File: config.mk
export PLATFORM = sky130hd
export DESIGN_NAME = ioreg_window
export DESIGN_NICKNAME = d
export VERILOG_FILES = /design/src/rtl/iw_pkg.sv /design/src/rtl/iw_index_reg.sv /design/src/rtl/iw_steer.sv /design/src/rtl/iw_seq.sv /design/src/rtl/ioreg_window.sv
export SDC_FILE = /design/constraint.sdc
export NUM_CORES = 1
export LEC_CHECK = 0
export ABC_CLOCK_PERIOD_IN_PS = 1500
export BUFFER_PORTS_ARGS = -buffer_cell sky130_fd_sc_hd__buf_2
export CELL_PAD_IN_SITES_DETAIL_PLACEMENT = 1
export CELL_PAD_IN_SITES_GLOBAL_PLACEMENT = 1
export CORE_UTILIZATION = 29
export CTS_BUF_LIST = sky130_fd_sc_hd__clkbuf_8 sky130_fd_sc_hd__clkbuf_16
export DETAILED_ROUTE_END_ITERATION = 6
export PLACE_DENSITY = 0.77
export SLEW_MARGIN = 20
export SYNTH_ARGS = -nofsm -noshare
export SYNTH_HDL_FRONTEND = slang
export SYNTH_SLANG_ARGS = --single-unit
File: constraint.sdc
create_clock -name clk -period 1.5 [get_ports clk]
set_input_delay 0.225 -clock clk [delete_from_list [all_inputs] [get_ports clk]]
set_output_delay 0.225 -clock clk [all_outputs]
set_load 0.01 [all_outputs]
File: src/rtl/iw_pkg.sv
package iw_pkg;
  localparam int NUM_BE = 2;

  typedef enum logic [1:0] {
    TGT_REGS  = 2'b00,
    TGT_TABLE = 2'b01,
    TGT_RSV_A = 2'b10,
    TGT_RSV_B = 2'b11
  } tgt_e;

  typedef enum logic {
    ST_IDLE = 1'b0,
    ST_WAIT = 1'b1
  } seq_st_e;
endpackage

File: src/rtl/iw_index_reg.sv
module iw_index_reg #(
  parameter int OFF_W = 19,
  parameter int TGT_W = 2,
  localparam int IDX_W = OFF_W + TGT_W
) (
  input  logic             clk,
  input  logic             rst,
  input  logic             flr,
  input  logic             wr_en,
  input  logic [IDX_W-1:0] wr_val,
  output logic [IDX_W-1:0] q
);
  always_ff @(posedge clk) begin
    if (rst || flr) q <= '0;
    else if (wr_en) q <= wr_val;
  end

  // function-level reset wins over a same-cycle write
  p_flr_clear_r3: assert property (@(posedge clk) disable iff (rst)
    flr |=> (q == '0));
endmodule

File: src/rtl/iw_steer.sv
module iw_steer #(
  parameter int N_BE   = 2,
  parameter int TGT_W  = 2,
  parameter int DATA_W = 32
) (
  input  logic [TGT_W-1:0]             tgt,
  input  logic [N_BE-1:0]              mux_sel,
  input  logic [N_BE-1:0]              be_rvalid,
  input  logic [N_BE-1:0][DATA_W-1:0]  be_rdata,
  output logic [N_BE-1:0]              dec_sel,
  output logic                         dec_ok,
  output logic                         rsp_valid,
  output logic [DATA_W-1:0]            rsp_data
);
  for (genvar i = 0; i < N_BE; i++) begin : g_dec
    assign dec_sel[i] = (tgt == TGT_W'(i));
  end

  assign dec_ok    = |dec_sel;
  assign rsp_valid = |(mux_sel & be_rvalid);

  always_comb begin
    rsp_data = '0;
    for (int i = 0; i < N_BE; i++)
      if (mux_sel[i]) rsp_data = rsp_data | be_rdata[i];
  end
endmodule

File: src/rtl/iw_seq.sv
module iw_seq
  import iw_pkg::*;
#(
  parameter int N_BE   = 2,
  parameter int OFF_W  = 19,
  parameter int TGT_W  = 2,
  parameter int DATA_W = 32,
  parameter int IO_AW  = 4,
  localparam int IDX_W = OFF_W + TGT_W,
  localparam int BA_W  = OFF_W + 2,
  localparam int PW    = IO_AW - 2
) (
  input  logic              clk,
  input  logic              rst,
  input  logic              io_wr,
  input  logic              io_rd,
  input  logic [IO_AW-1:0]  io_addr,
  input  logic [DATA_W-1:0] io_wdata,
  input  logic [IDX_W-1:0]  idx,
  input  logic [N_BE-1:0]   dec_sel,
  input  logic              dec_ok,
  input  logic              rsp_valid,
  input  logic [DATA_W-1:0] rsp_data,
  output logic              idx_we,
  output logic [IDX_W-1:0]  idx_wval,
  output logic [N_BE-1:0]   wait_sel,
  output logic              io_rdy,
  output logic              io_rvalid,
  output logic [DATA_W-1:0] io_rdata,
  output logic [N_BE-1:0]   be_req,
  output logic              be_we,
  output logic [BA_W-1:0]   be_addr,
  output logic [DATA_W-1:0] be_wdata
);
  seq_st_e st;
  logic [PW-1:0] port_sel;
  logic hit_idx, hit_data, unused_lsb;
  logic [BA_W-1:0] baddr;
  logic [DATA_W-1:0] idx_word;

  assign port_sel   = io_addr[IO_AW-1:2];
  assign unused_lsb = ^io_addr[1:0];
  assign hit_idx    = (port_sel == PW'(0));
  assign hit_data   = (port_sel == PW'(1));
  assign baddr      = {idx[IDX_W-1:TGT_W], 2'b00};
  assign idx_word   = DATA_W'(idx);
  assign idx_we     = (st == ST_IDLE) && io_wr && hit_idx;
  assign idx_wval   = io_wdata[IDX_W-1:0];

  always_ff @(posedge clk) begin
    if (rst) begin
      st        <= ST_IDLE;
      io_rdy    <= 1'b1;
      io_rvalid <= 1'b0;
      io_rdata  <= '0;
      be_req    <= '0;
      be_we     <= 1'b0;
      be_addr   <= '0;
      be_wdata  <= '0;
      wait_sel  <= '0;
    end else begin
      io_rvalid <= 1'b0;
      be_req    <= '0;
      case (st)
        ST_IDLE: begin
          if (io_wr) begin
            if (hit_data && dec_ok) begin
              be_req   <= dec_sel;
              be_we    <= 1'b1;
              be_addr  <= baddr;
              be_wdata <= io_wdata;
            end
          end else if (io_rd) begin
            if (hit_data && dec_ok) begin
              be_req   <= dec_sel;
              be_we    <= 1'b0;
              be_addr  <= baddr;
              wait_sel <= dec_sel;
              io_rdy   <= 1'b0;
              st       <= ST_WAIT;
            end else begin
              io_rvalid <= 1'b1;
              io_rdata  <= hit_idx ? idx_word : '0;
            end
          end
        end
        ST_WAIT: begin
          if (rsp_valid) begin
            io_rdata  <= rsp_data;
            io_rvalid <= 1'b1;
            io_rdy    <= 1'b1;
            st        <= ST_IDLE;
          end
        end
        default: st <= ST_IDLE;
      endcase
    end
  end

  // requests never overlap
  p_one_req_r10: assert property (@(posedge clk) disable iff (rst)
    $onehot0(be_req));

  // nothing new is issued once a read has been pending a cycle
  p_single_outstanding_r10: assert property (@(posedge clk) disable iff (rst)
    (st == ST_WAIT && $past(st == ST_WAIT)) |-> (be_req == '0));

  // an accepted back-end read stalls the host side
  p_read_stall_r6: assert property (@(posedge clk) disable iff (rst)
    (io_rd && !io_wr && io_rdy && hit_data && dec_ok) |=> !io_rdy);

  // a response releases the host with data
  p_read_done_r6: assert property (@(posedge clk) disable iff (rst)
    (st == ST_WAIT && rsp_valid) |=> (io_rvalid && io_rdy));

  // reserved target drops a data write
  p_rsv_drop_r7: assert property (@(posedge clk) disable iff (rst)
    (io_wr && io_rdy && hit_data && !dec_ok) |=> (be_req == '0));
endmodule

File: src/rtl/ioreg_window.sv
module ioreg_window
  import iw_pkg::*;
#(
  parameter int OFF_W  = 19,
  parameter int TGT_W  = 2,
  parameter int DATA_W = 32,
  parameter int IO_AW  = 4,
  localparam int IDX_W = OFF_W + TGT_W,
  localparam int BA_W  = OFF_W + 2
) (
  input  logic              clk,
  input  logic              rst,
  input  logic              flr,
  input  logic              io_wr,
  input  logic              io_rd,
  input  logic [IO_AW-1:0]  io_addr,
  input  logic [DATA_W-1:0] io_wdata,
  output logic              io_rdy,
  output logic              io_rvalid,
  output logic [DATA_W-1:0] io_rdata,
  output logic              reg_req,
  output logic              reg_we,
  output logic [BA_W-1:0]   reg_addr,
  output logic [DATA_W-1:0] reg_wdata,
  input  logic              reg_rvalid,
  input  logic [DATA_W-1:0] reg_rdata,
  output logic              tbl_req,
  output logic              tbl_we,
  output logic [BA_W-1:0]   tbl_addr,
  output logic [DATA_W-1:0] tbl_wdata,
  input  logic              tbl_rvalid,
  input  logic [DATA_W-1:0] tbl_rdata
);
  logic [IDX_W-1:0] idx, idx_wval;
  logic idx_we, dec_ok, rsp_valid, be_we;
  logic [NUM_BE-1:0] dec_sel, wait_sel, be_req, be_rvalid;
  logic [NUM_BE-1:0][DATA_W-1:0] be_rdata;
  logic [DATA_W-1:0] rsp_data, be_wdata;
  logic [BA_W-1:0] be_addr;

  assign be_rvalid = {tbl_rvalid, reg_rvalid};
  assign be_rdata  = {tbl_rdata, reg_rdata};

  iw_index_reg #(.OFF_W(OFF_W), .TGT_W(TGT_W)) u_index (
    .clk(clk), .rst(rst), .flr(flr),
    .wr_en(idx_we), .wr_val(idx_wval), .q(idx)
  );

  iw_steer #(.N_BE(NUM_BE), .TGT_W(TGT_W), .DATA_W(DATA_W)) u_steer (
    .tgt(idx[TGT_W-1:0]), .mux_sel(wait_sel),
    .be_rvalid(be_rvalid), .be_rdata(be_rdata),
    .dec_sel(dec_sel), .dec_ok(dec_ok),
    .rsp_valid(rsp_valid), .rsp_data(rsp_data)
  );

  iw_seq #(.N_BE(NUM_BE), .OFF_W(OFF_W), .TGT_W(TGT_W),
           .DATA_W(DATA_W), .IO_AW(IO_AW)) u_seq (
    .clk(clk), .rst(rst),
    .io_wr(io_wr), .io_rd(io_rd), .io_addr(io_addr), .io_wdata(io_wdata),
    .idx(idx), .dec_sel(dec_sel), .dec_ok(dec_ok),
    .rsp_valid(rsp_valid), .rsp_data(rsp_data),
    .idx_we(idx_we), .idx_wval(idx_wval), .wait_sel(wait_sel),
    .io_rdy(io_rdy), .io_rvalid(io_rvalid), .io_rdata(io_rdata),
    .be_req(be_req), .be_we(be_we), .be_addr(be_addr), .be_wdata(be_wdata)
  );

  assign reg_req   = be_req[0];
  assign tbl_req   = be_req[1];
  assign reg_we    = be_we;
  assign tbl_we    = be_we;
  assign reg_addr  = be_addr;
  assign tbl_addr  = be_addr;
  assign reg_wdata = be_wdata;
  assign tbl_wdata = be_wdata;
endmodule

== Yosys cells after proc, flatten, opt, wreduce, memory -nomap -nowiden ==
Index checks and enable logic that the tools add are counted.

* Shifts and indexed selects: 0
* Eq/ne operators: 7
* Bitwise logic cells: 4
* Reduce and logical (&&, ||, !) cells: 16
* Add/subtract/negate cells: 0
* Muxes and demuxes: 31
* Multiply operators: 0
* Order comparisons: 0
* Div/mod/pow operators: 0

{| class="wikitable"
|+ Operators by type and width
! operator !! count
|-
| 2-to-1 mux 32 bit || 6
|-
| 2-to-1 mux 21 bit || 4
|-
| case mux 32 bit (2 select lines) || 1
|-
| OR 32 bit || 1
|-
| 2-to-1 mux 1 bit || 14
|-
| AND reduction 4 bit || 3
|-
| inequality test 2 bit, second input constant || 5
|-
| 2-to-1 mux 2 bit || 3
|-
| case mux 1 bit (2 select lines) || 3
|-
| AND reduction 3 bit || 2
|-
| OR reduction 2 bit || 3
|-
| == test 2 x 1 -> 1 bit, second input constant || 2
|-
| logical NOT 2 bit || 2
|-
| logical AND 1 bit || 3
|-
| bitwise AND 2 bit || 1
|-
| NOT 1 bit || 2
|-
| AND reduction 2 bit || 1
|-
| nonzero test 2 bit || 1
|-
| logical OR 1 bit || 1
|}

* Latch bits: 0
* Memory bits (read-only): 0
* Memories: 0
* Bits in registers: 114
* Memory bits (writable): 0
* Word-level logic and storage cells: 68
* Input bits: 107

== Longest topological paths before layout ==
Gate-level depths: netlist of run 1.

* Depth after elaboration: 7
* Gate-level depth with buffers: 6

== Modules after synthesis ==
A second synthesis of run 1 with hierarchy kept.

* Cells, all modules: 664
* Area, all modules: 5647.9 µm²

{| class="wikitable"
|+ Modules (own cells, without submodules)
! module !! cells an instance !! area an instance (µm²) !! sequential area each (µm²) !! times used
|-
| iw_seq || 497 || 4088.9 || 1821.7 || 1
|-
| iw_index_reg || 69 || 760.7 || 420.4 || 1
|-
| ioreg_window || 54 || 405.4 || 0.0 || 1
|-
| iw_steer || 44 || 392.9 || 0.0 || 1
|}

== Worst setup path after synthesis of run 1 ==
Ideal clock, no wire load.

* Path kind: flip-flop to flip-flop
* Start point: register u_seq.st
* End point: register u_seq.be_we
* Data required time: 1.368 ns
* Cell stages (with the launch flop): 7
* Period minus slack after synthesis: 1.565 ns
* Path slack: -0.065 ns
* Setup time: 0.132 ns
* Data arrival time: 1.432 ns
* Cells stage by stage: dfxtp_1 buf_6 or4b_4 buf_6 clkbuf_1 o21ai_0 a21oi_1

* Longest elaborated chain between the ends: 2

{| class="wikitable"
|+ Ends and longest elaborated chain
! what !! line !! text
|-
| from (decl) || iw_seq.sv:35 || <nowiki>seq_st_e st;</nowiki>
|-
| from (signal assigned) || iw_seq.sv:52 || <nowiki>st <= ST_IDLE;</nowiki>
|-
| from (signal assigned) || iw_seq.sv:80 || <nowiki>st <= ST_WAIT;</nowiki>
|-
| from (signal assigned) || iw_seq.sv:92 || <nowiki>st <= ST_IDLE;</nowiki>
|-
| NOT 1 bit (no line) || n/a ||
|-
| AND reduction 3 bit (no line) || n/a ||
|-
| to (signal assigned) || iw_seq.sv:57 || <nowiki>be_we <= 1'b0;</nowiki>
|-
| to (signal assigned) || iw_seq.sv:69 || <nowiki>be_we <= 1'b1;</nowiki>
|-
| to (signal assigned) || iw_seq.sv:76 || <nowiki>be_we <= 1'b0;</nowiki>
|-
| to (decl) || iw_seq.sv:31 || <nowiki>output logic be_we,</nowiki>
|}

No other way between the ends.
A chain may end at the register's enable or synchronous reset.

== Worst setup path in the final report of run 1 ==
* Start point: register u_index.q[1]
* End point: register u_seq.be_addr[11]

* Longest elaborated chain between the ends: 6

{| class="wikitable"
|+ Ends and longest elaborated chain
! what !! line !! text
|-
| from (decl) || iw_index_reg.sv:11 || <nowiki>output logic [IDX_W-1:0] q</nowiki>
|-
| from (signal assigned) || iw_index_reg.sv:15 || <nowiki>else if (wr_en) q <= wr_val;</nowiki>
|-
| == test 2 x 1 -> 1 bit / logical NOT 2 bit (equally long branches) || iw_steer.sv:16 || <nowiki>assign dec_sel[i] = (tgt == TGT_W'(i));</nowiki>
|-
| OR reduction 2 bit * || iw_steer.sv:19 || <nowiki>assign dec_ok = |dec_sel;</nowiki>
|-
| logical AND 1 bit * || iw_seq.sv:67, iw_seq.sv:74 ||
|-
| 2-to-1 mux 21 bit * || n/a ||
|-
| 2-to-1 mux 21 bit || n/a ||
|-
| 2-to-1 mux 21 bit * || n/a ||
|-
| to (signal assigned) || iw_seq.sv:70 || <nowiki>be_addr <= baddr;</nowiki>
|-
| to (signal assigned) || iw_seq.sv:77 || <nowiki>be_addr <= baddr;</nowiki>
|-
| to (decl) || iw_seq.sv:32 || <nowiki>output logic [BA_W-1:0] be_addr,</nowiki>
|}

Mark *: on every way between the ends. The rest lies on a longest branch, timed or not. The select of a mux whose other input is x is not followed.

==> flow_metrics.py, run 1 <==
metrics = {
    "logic_synthesis": {
        "synthMuxAreaShare_pct": 0,
        "synth_adder_area_share_pct": 0,
        "yosys.area_share.simple_pct": 12.0,
        "synth_compound_gate_area_share_pct": 31.1,
        "synthXorXnorAreaFrac_pct": 0,
        "synth_top_family_by_area": "compound AO/OA/AOI/OAI gates",
        "synth_seq_cells": 112,
        "syn_area_mm2": 0.00520,
        "syn_area_per_cell_um2": 8.41,
        "yosysSeqAreaShare_pct": 43.1,
        "syn_inst": 618,
        "synth_area_leaders": "dfxtp_1, a21oi_1, buf_4",
        "yosys.area.top_type": "dfxtp_1",
        "ys_warn_count": 0,
        "yosysUniqueCellTypes": 31,
        "synth_top_cell_area_share_pct": 43.1,
    },
    "clocking": {
        "clock-sinks": 112,
        "cts_tree": "done",
        "clk_latency_ns": 0.36,
        "cts_buffers": 9,
        "path_clk_slew_ns": 0.07,
        "clockRootBuffer": "clkbuf_16",
        "h-tree-depth": 3,
        "cts.path.max_buffers": 2,
    },
    "global_route": {
        "grt.overflow.total": 0,
        "grt_util_all_layers_pct": 20.0,
        "antenna_found_initial": 0,
        "grt_max_degree": 62,
        "grt_pass1_vias": 5198,
        "grt_pass1_wl_um": 28600,
    },
    "route": {
        "wl_per_cell_um": 19.1,
        "dr.max_layer_used": "met4",
        "via_per_inst": 5.29,
        "drc": 0,
        "vias": 5433,
        "drtIter0Drc": 256,
        "met2_length_um": 9560,
        "wl_met1_um": 8970,
        "dr.pass1.iters": 4,
        "wirelength_um": 19700,
        "wl_met3_um": 952,
        "ant_nets": 0,
    },
    "run": {
        "cap_viol_max_count": 0,
    },
    "floorplanning": {
        "rows": 48,
        "initial_core_util_pct": 29.8,
        "die-area_mm2": 0.0185,
        "num_io_pins": 251,
        "die_h_um": 136,
        "coreArea_mm2": 0.0174,
        "die_w_um": 136,
    },
    "layout": {
        "antenna_cells": 0,
        "layout_commonest_cell": "buf_2",
        "seq_area_mm2": 0.00225,
        "drive_above_1_share_pct": 45.6,
        "fin_nets": 906,
        "area_growth_pct": 38.0,
        "multi_input_area_mm2": 0.00256,
        "finalNonFillerCells": 1028,
        "fill_cells": 2098,
        "layout_common_cells": "buf_2, dfxtp_1, a21oi_1, nand3_1, nand2_1",
        "post-route-util_pct": 41.2,
        "final_cell_area_mm2": 0.00717,
    },
    "timing": {
        "rsz0062_at_grt": "true",
        "fmax_ghz": 0.655,
        "fin_tns_setup_ns": -0.337,
        "drv_slew": 0,
        "fin_crit_sh_pct": 102,
        "timing.final.ws_setup_ns": -0.0272,
        "finClkSkew_ns": 0.0116,
        "slew-limit-headroom_pct": 65.5,
        "post-route-min-period_ns": 1.53,
        "setup_violations": 26,
        "hold_ws_ns": 0.117,
        "tightest_slew_ns": 0.518,
        "finalHoldViolations": 0,
    },
    "placement": {
        "placed_area_mm2": 0.00647,
        "place_ws_ns": -0.141,
        "dp_hpwl_um": 13600,
        "portBuffers": 244,
        "dp.cells": 1008,
        "gp_congestion": 0.757,
    },
    "critical_path": {
        "reg2reg_slack_ns": -0.03,
        "crit_chain": "or4b_4 -> clkbuf_16 -> o21ai_1 -> a21oi_1",
        "critical_path_class": "flop to flop",
        "worst_path_dominant_cell_family": "simple AND/OR/NAND/NOR gates",
        "end_kind": "flop",
        "cp_max_fo": 19,
        "required_ns": 1.73,
        "critPathMaxStageDelay_ns": 0.62,
        "crit_arrival_ns": 1.76,
        "start_kind": "flop",
        "crit_buf_inv": 1,
        "slowest_stage": "or4b_4",
    },
    "power_and_ir_drop": {
        "cellPowerDensity_mw_per_mm2": 908,
        "p_total_mw": 6.51,
        "peakVddDrop_uv": 585,
        "leakagePower_nw": 3.02,
    },
    "worst_hold_path": {
        "hp-class": "input pin to flop",
    },
    "run_status": {
        "status": "finished with violations",
        "violations": "setup timing",
    },
}
final timing paths:
| check | endpoint | start | cells past startpoint |
|---|---|---|---|
| min reg2reg | u_seq.io_rdata[28] | u_seq.io_rdata[28] | 2 |
| max | u_seq.be_addr[11] | u_index.q[1] | 4 |
| min | u_index.q[8] | io_wdata[8] | 3 |
| max reg2reg | u_seq.be_addr[11] | u_index.q[1] | 4 |
cell usage after synthesis:
| cell type | count |
|---|---|
| nand3_1 | 63 |
| nor4b_1 | 3 |
| a22o_1 | 33 |
| o21ai_0 | 49 |
| o21ai_1 | 5 |
| buf_1 | 3 |
| a22oi_1 | 22 |
| nor2b_1 | 2 |
| or3_1 | 1 |
| nand2_1 | 46 |
| conb_1 | 1 |
| nor3_1 | 2 |
| nor2_1 | 1 |
| o22ai_1 | 1 |
| o221ai_1 | 11 |
| buf_6 | 2 |
| a221o_1 | 1 |
| a211oi_1 | 21 |
| or4b_1 | 1 |
| nand2b_1 | 1 |
| buf_4 | 56 |
| or3b_2 | 2 |
| a221oi_1 | 21 |
| a21oi_1 | 87 |
| clkbuf_1 | 52 |
| buf_2 | 11 |
| or2_2 | 2 |
| or4b_4 | 1 |
| inv_1 | 3 |
| dfxtp_1 | 112 |
| nor3b_1 | 2 |
registers in the layout (all words and copies together) (netlist names):
name	count
u_seq.be_wdata	32
u_seq.io_rdata	32
u_index.q	21
u_seq.be_addr	19
u_seq.be_req	2
u_seq.wait_sel	2
u_seq.be_we	1
u_seq.io_rdy	1
u_seq.io_rvalid	1
u_seq.st	1
metal layers:
metal,track usage (%),vias to the layer above
li1,-,2590
met5,0,-
met4,5.74,0
met2,33.2,167
met1,27.0,2667
met3,2.80,9
worst min-delay path: stages:
cell     delay, ns
buf_2         0.11
nand2_1       0.05
a21oi_1       0.05
kinds of logic after synthesis:
family / count (synthesis)
AO/OA/AOI/OAI: 251
flip-flops: 112
buffers and inverters: 127
AND/OR/NAND/NOR: 127
other: 1
report_power, final:
group          switching, mW  internal, mW
Sequential            0.0684          3.05
Clock                   1.15          1.27
Combinational          0.551         0.424
Total                   1.77          4.74
layout make-up:
cell class                      instances  area share [%]
Timing Repair Buffer                  291            24.8
Inverter                                3           0.157
Clock inverter                          3           0.349
Tap cell                              225            3.92
Sequential cell                       112            31.3
Multi-Input combinational cell        382            35.7
Clock buffer                           12            3.72
what timing repair did:
action                                  CTS  global route
buffers inserted                          1             0
hold buffers                              0             0
pin swaps                                 0             2
resized for setup                         8            73
endpoints found under the setup margin   28            78
gates cloned                              0             4
Power figures use the tool's default switching activity.
==> inputs of run 2 (changes only) <==
--- a/config.mk
+++ b/config.mk
@@ -12,7 +12,7 @@
 export CORE_UTILIZATION = 29
 export CTS_BUF_LIST = sky130_fd_sc_hd__clkbuf_8 sky130_fd_sc_hd__clkbuf_16
 export DETAILED_ROUTE_END_ITERATION = 6
-export PLACE_DENSITY = 0.77
+export PLACE_DENSITY_LB_ADDON = 0.1
 export SLEW_MARGIN = 20
 export SYNTH_ARGS = -nofsm -noshare
 export SYNTH_HDL_FRONTEND = slang
==> flow_metrics.py, run 2 (same netlist as run 1, synthesis figures left out) <==
metrics = {
    "critical_path": {
        "worst_path_dominant_cell_family": "simple AND/OR/NAND/NOR gates",
        "crit_chain": "or4b_4 -> or3_1 -> a21oi_2",
        "crit_buf_inv": 0,
        "worst-r2r-cell-count": 3,
        "critPathMaxStageDelay_ns": 0.59,
        "path_depth": 3,
        "cp-startpoint": "u_seq.st",
        "required_ns": 1.79,
        "start_kind": "flop",
        "end_kind": "flop",
        "worstReg2RegStart": "u_seq.st",
        "slowest_stage": "or4b_4",
        "crit_arrival_ns": 1.80,
        "critical_path_class": "flop to flop",
        "reg2reg_slack_ns": -0.01,
        "cp_max_fo": 6,
    },
    "timing": {
        "post-route-min-period_ns": 1.51,
        "finClkSkew_ns": 0.00914,
        "setup_violations": 2,
        "fin_crit_sh_pct": 101,
        "rsz0062_at_grt": "true",
        "fmax_ghz": 0.662,
        "hold_ws_ns": 0.119,
        "timing.final.ws_setup_ns": -0.0112,
        "finalHoldViolations": 0,
        "drv_slew": 0,
    },
    "layout": {
        "fin_nets": 894,
        "reg_top3": "u_seq.be_wdata: 32 flops, u_seq.io_rdata: 32 flops, u_index.q: 21 flops",
        "layout_common_cells": "buf_2, dfxtp_1, a21oi_1, nand3_1, nand2_1",
        "area_growth_pct": 31.3,
        "layout_commonest_cell": "buf_2",
        "drive_above_1_share_pct": 40.6,
    },
    "global_route": {
        "grt_pass1_wl_um": 28500,
        "antenna_found_initial": 1,
        "grt_pass1_vias": 5015,
        "grt_util_all_layers_pct": 20.1,
        "grt.overflow.total": 0,
        "grt_max_degree": 57,
    },
    "route": {
        "dr.pass1.iters": 6,
        "wl_per_cell_um": 18.6,
        "vias": 5315,
        "drc": 0,
        "drtIter0Drc": 216,
        "via_per_inst": 5.23,
        "ant_nets": 0,
        "wirelength_um": 18900,
    },
    "worst_hold_path": {
        "hp-class": "input pin to flop",
        "hold_start": "io_wdata[20]",
        "hold_path_depth": 3,
    },
    "clocking": {
        "path_clk_slew_ns": 0.07,
        "clock-sinks": 112,
        "cts_tree": "done",
        "h-tree-depth": 3,
        "ctsHoldBuffers": 0,
        "clk_latency_ns": 0.36,
        "cts_buffers": 9,
        "clockRootBuffer": "clkbuf_16",
        "cts.path.max_buffers": 2,
    },
    "floorplanning": {
        "initial_core_util_pct": 29.8,
        "rows": 48,
        "die_w_um": 136,
        "die_h_um": 136,
        "coreArea_mm2": 0.0174,
        "num_io_pins": 251,
        "die-area_mm2": 0.0185,
    },
    "power_and_ir_drop": {
        "cellPowerDensity_mw_per_mm2": 914,
        "peakVddDrop_uv": 572,
        "leakagePower_nw": 2.88,
    },
    "placement": {
        "gp_congestion": 0.791,
        "dp_hpwl_um": 13600,
        "place_ws_ns": -0.0573,
        "portBuffers": 244,
    },
    "run_status": {
        "status": "finished with violations",
        "violations": "setup timing",
    },
    "run": {
        "cap_viol_max_count": 0,
    },
}
==> run 2: cell types whose count changed in the layout (fill, tap and decap cells not counted), moves of 4 or more <==
cell      change
a221oi_1     +13
a221oi_2     -11
nand3_1       +6
o21ai_2       -4
buf_4         -9
nand3_2       -5
==> run 2: metrics by stage <==
stage          cells  total power [mW]  utilization (%)  area, um^2   TNS, ns
6_report        1017              6.23             39.2        6820   -0.0177
5_1_grt         1016              6.53             39.2        6820     -1.35
4_1_cts         1015              6.30             38.7        6740   -0.0193
3_5_place_dp    1000              4.04             37.0        6440    -0.524
3_3_place_gp    1000              4.02             37.0        6440  -0.00277
2_1_floorplan    621              3.63                -        5240  -0.00641
==> run 2: worst reg2reg max path: cells and delay by family (launching register included) <==
kind               cells  cell delay, ns
AOI/OAI and AO/OA      1            0.15
DFF                    1            0.35
and+or+nand+nor        2            0.94
==> run 2: final timing paths <==
path,to
worst max-delay path,u_seq.wait_sel[0]
worst max register to register,u_seq.wait_sel[0]
worst min-delay path,u_index.q[20]
worst min register to register,u_seq.io_rdata[23]
==> run 2: per-layer routing <==
layer	up-vias	part of all wire (%)	GRT usage, %
met3	11	5.5	4.66
met4	0	0.80	4.01
met5	-	0	0
met1	2595	47	27.7
met2	155	47	31.9
li1	2554	-	-
==> run 2: report_power, final <==
group          switching, mW  internal [mW]  leakage (nW)
Clock                   1.12           1.11         0.132
Sequential            0.0629           3.05         0.909
Combinational          0.511          0.380          1.84
==> run 2: final cells by class <==
cell class | count | area [um^2]
clock inverter | 6 | 38.8
clock buffer | 9 | 225
timing repair buffer | 279 | 1660
multi-input combinational | 382 | 2360
antenna | 1 | 2.50
tap | 225 | 282
sequential | 112 | 2240
inverter | 3 | 11.3
fill | 2127 | 10600
==> run 2: repair_timing <==
| action | CTS | global route |
|---|---|---|
| endpoints found under the setup margin | 25 | 69 |
| gates resized for setup | 15 | 25 |
| setup buffers | 0 | 0 |
| cloned | 0 | 1 |
| pin swaps | 1 | 0 |
==> inputs of run 3 (changes only) <==
--- a/config.mk
+++ b/config.mk
@@ -5,15 +5,16 @@
 export SDC_FILE = /design/constraint.sdc
 export NUM_CORES = 1
 export LEC_CHECK = 0
-export ABC_CLOCK_PERIOD_IN_PS = 1500
+export ABC_CLOCK_PERIOD_IN_PS = 2000
 export BUFFER_PORTS_ARGS = -buffer_cell sky130_fd_sc_hd__buf_2
 export CELL_PAD_IN_SITES_DETAIL_PLACEMENT = 1
 export CELL_PAD_IN_SITES_GLOBAL_PLACEMENT = 1
-export CORE_UTILIZATION = 29
+export CORE_UTILIZATION = 35
 export CTS_BUF_LIST = sky130_fd_sc_hd__clkbuf_8 sky130_fd_sc_hd__clkbuf_16
 export DETAILED_ROUTE_END_ITERATION = 6
 export PLACE_DENSITY_LB_ADDON = 0.1
-export SLEW_MARGIN = 20
+export REMOVE_ABC_BUFFERS = 1
+export SLEW_MARGIN = 15
 export SYNTH_ARGS = -nofsm -noshare
 export SYNTH_HDL_FRONTEND = slang
 export SYNTH_SLANG_ARGS = --single-unit
==> constraint.sdc (replaced) <==
create_clock -name clk -period 2 [get_ports clk]
set_input_delay 0.3 -clock clk [delete_from_list [all_inputs] [get_ports clk]]
set_output_delay 0.3 -clock clk [all_outputs]
set_load 0.01 [all_outputs]
==> flow_metrics.py, run 3 (same netlist as run 1, synthesis figures left out) <==
metrics = {
    "layout": {
        "layout_common_cells": "buf_2, dfxtp_1, a21oi_1, nand3_1, o21ai_0",
        "final_cell_area_mm2": 0.00646,
        "reg_top3": "u_seq.be_wdata: 32 flops, u_seq.io_rdata: 32 flops, u_index.q: 21 flops",
        "drive_above_1_share_pct": 37.5,
        "area_growth_pct": 24.3,
        "antenna_cells": 0,
        "fin_nets": 881,
        "layout_commonest_cell": "buf_2",
        "finalNonFillerCells": 963,
    },
    "clocking": {
        "cts.path.max_buffers": 2,
        "clock-sinks": 112,
        "clockRootBuffer": "clkbuf_16",
        "clk_latency_ns": 0.35,
        "cts_setup_buffers": 0,
        "cts_tree": "done",
        "ctsHoldBuffers": 0,
        "cts_buffers": 9,
        "h-tree-depth": 3,
        "path_clk_slew_ns": 0.08,
        "cts_resized": 0,
    },
    "timing": {
        "slew-limit-headroom_pct": 34.1,
        "finClkSkew_ns": 0.00826,
        "fin_crit_sh_pct": 88.7,
        "drv_slew": 0,
        "post-route-min-period_ns": 1.77,
        "tightest_slew_ns": 0.989,
        "fin_tns_setup_ns": 0,
        "rsz0062_at_grt": "false",
        "setup_violations": 0,
        "finalHoldViolations": 0,
        "fmax_ghz": 0.564,
    },
    "floorplanning": {
        "initial_core_util_pct": 35.8,
        "num_io_pins": 251,
        "die_h_um": 124,
        "die_w_um": 124,
        "coreArea_mm2": 0.0145,
        "rows": 44,
        "die-area_mm2": 0.0153,
    },
    "critical_path": {
        "reg2reg_to": "u_seq.io_rdata[31]",
        "slowest_stage": "a22o_1",
        "crit_chain": "a22o_1 -> buf_4 -> nand3_1 -> a21oi_1",
        "crit_arrival_ns": 2.06,
        "required_ns": 2.28,
        "critPathMaxStageDelay_ns": 0.79,
        "worst-r2r-cell-count": 4,
        "worstReg2RegStart": "u_seq.wait_sel[0]",
        "critical_path_class": "flop to flop",
        "cp-startpoint": "u_seq.wait_sel[0]",
        "start_kind": "flop",
        "cp_max_fo": 25,
        "reg2reg_slack_ns": 0.23,
        "end_kind": "flop",
    },
    "route": {
        "dr.pass1.iters": 4,
        "ant_nets": 0,
        "drc": 0,
        "wirelength_um": 17300,
        "wl_per_cell_um": 17.9,
        "vias": 5290,
        "via_per_inst": 5.49,
        "drtIter0Drc": 387,
    },
    "placement": {
        "gp_congestion": 0.780,
        "dp.cells": 947,
        "placed_area_mm2": 0.00618,
        "dp_hpwl_um": 12200,
        "portBuffers": 244,
    },
    "worst_hold_path": {
        "hold_path_depth": 3,
        "min_to": "u_index.q[10]",
        "hp-class": "input pin to flop",
        "hold_start": "io_wdata[10]",
    },
    "power_and_ir_drop": {
        "cellPowerDensity_mw_per_mm2": 720,
        "leakagePower_nw": 2.75,
        "p_sw_mw": 1.24,
        "peakVddDrop_uv": 356,
        "seq_power_share_pct": 50.1,
        "p_clk_share_pct": 37.4,
        "comb_power_share_pct": 12.6,
        "internal_power_mw": 3.41,
        "p_sw_share_pct": 26.8,
    },
    "global_route": {
        "grt_pass1_wl_um": 25900,
        "grt_util_all_layers_pct": 21.9,
        "antenna_found_initial": 0,
        "grt_max_degree": 59,
        "grt.overflow.total": 0,
        "grt_pass1_vias": 4889,
    },
    "run": {
        "cap_viol_max_count": 0,
    },
    "run_status": {
        "status": "complete, no violations",
    },
}
run 3: through the flow:
step	total power, mW	worst slack, ns	hold slack, ns	utilization (%)
after floorplan	2.61	-3.94	0.369	-
after global placement	2.95	0.227	0.461	42.5
after detailed placement	2.97	0.186	0.476	42.5
after CTS	4.71	0.246	0.183	44.5
after global routing	4.86	0.0911	0.196	44.5
final	4.65	0.226	0.195	44.5
run 3: final cells by class:
| type | instances | area, um^2 |
|---|---|---|
| clock buffers | 10 | 239 |
| well taps | 184 | 230 |
| fillers | 1812 | 8070 |
| clock inverters | 6 | 45.0 |
| multi-input cells | 382 | 2280 |
| flip-flops and latches | 112 | 2240 |
| inverters | 3 | 11.3 |
| repair buffers | 266 | 1410 |
run 3: layer usage:
metal  global-route usage (%)  share of wire (%)
met4                     7.23                1.3
met3                     3.11                6.5
met5                        0                  0
met2                     35.0                 46
met1                     30.3                 47
run 3: worst max-delay path by stage:
stage               slack (ns)                  to  cells after the start
finish                    0.23  u_seq.io_rdata[31]                      4
global route              0.09  u_seq.io_rdata[29]                      4
CTS                       0.25  u_seq.io_rdata[29]                      4
detailed placement        0.19  u_seq.io_rdata[29]                      5
global placement          0.23  u_seq.io_rdata[27]                      5
floorplan                -3.94        u_seq.io_rdy                      3
run 3: critical path, delay by kind of cell (launching register included):
kind                   cells  cell delay (ns)
AOI/OAI and AO/OA          2             0.96
DFF                        1             0.33
buffers and inverters      1             0.31
and+or+nand+nor            1             0.10
run 3: power by group through the flow:
stage               combinational (mW)  clock (mW)  sequential, mW
finish                           0.585        1.74            2.33
floorplan                        0.192           0            2.42
detailed placement               0.588           0            2.38
CTS                              0.590        1.79            2.33
global route                     0.640        1.89            2.34
global placement                 0.574           0            2.38
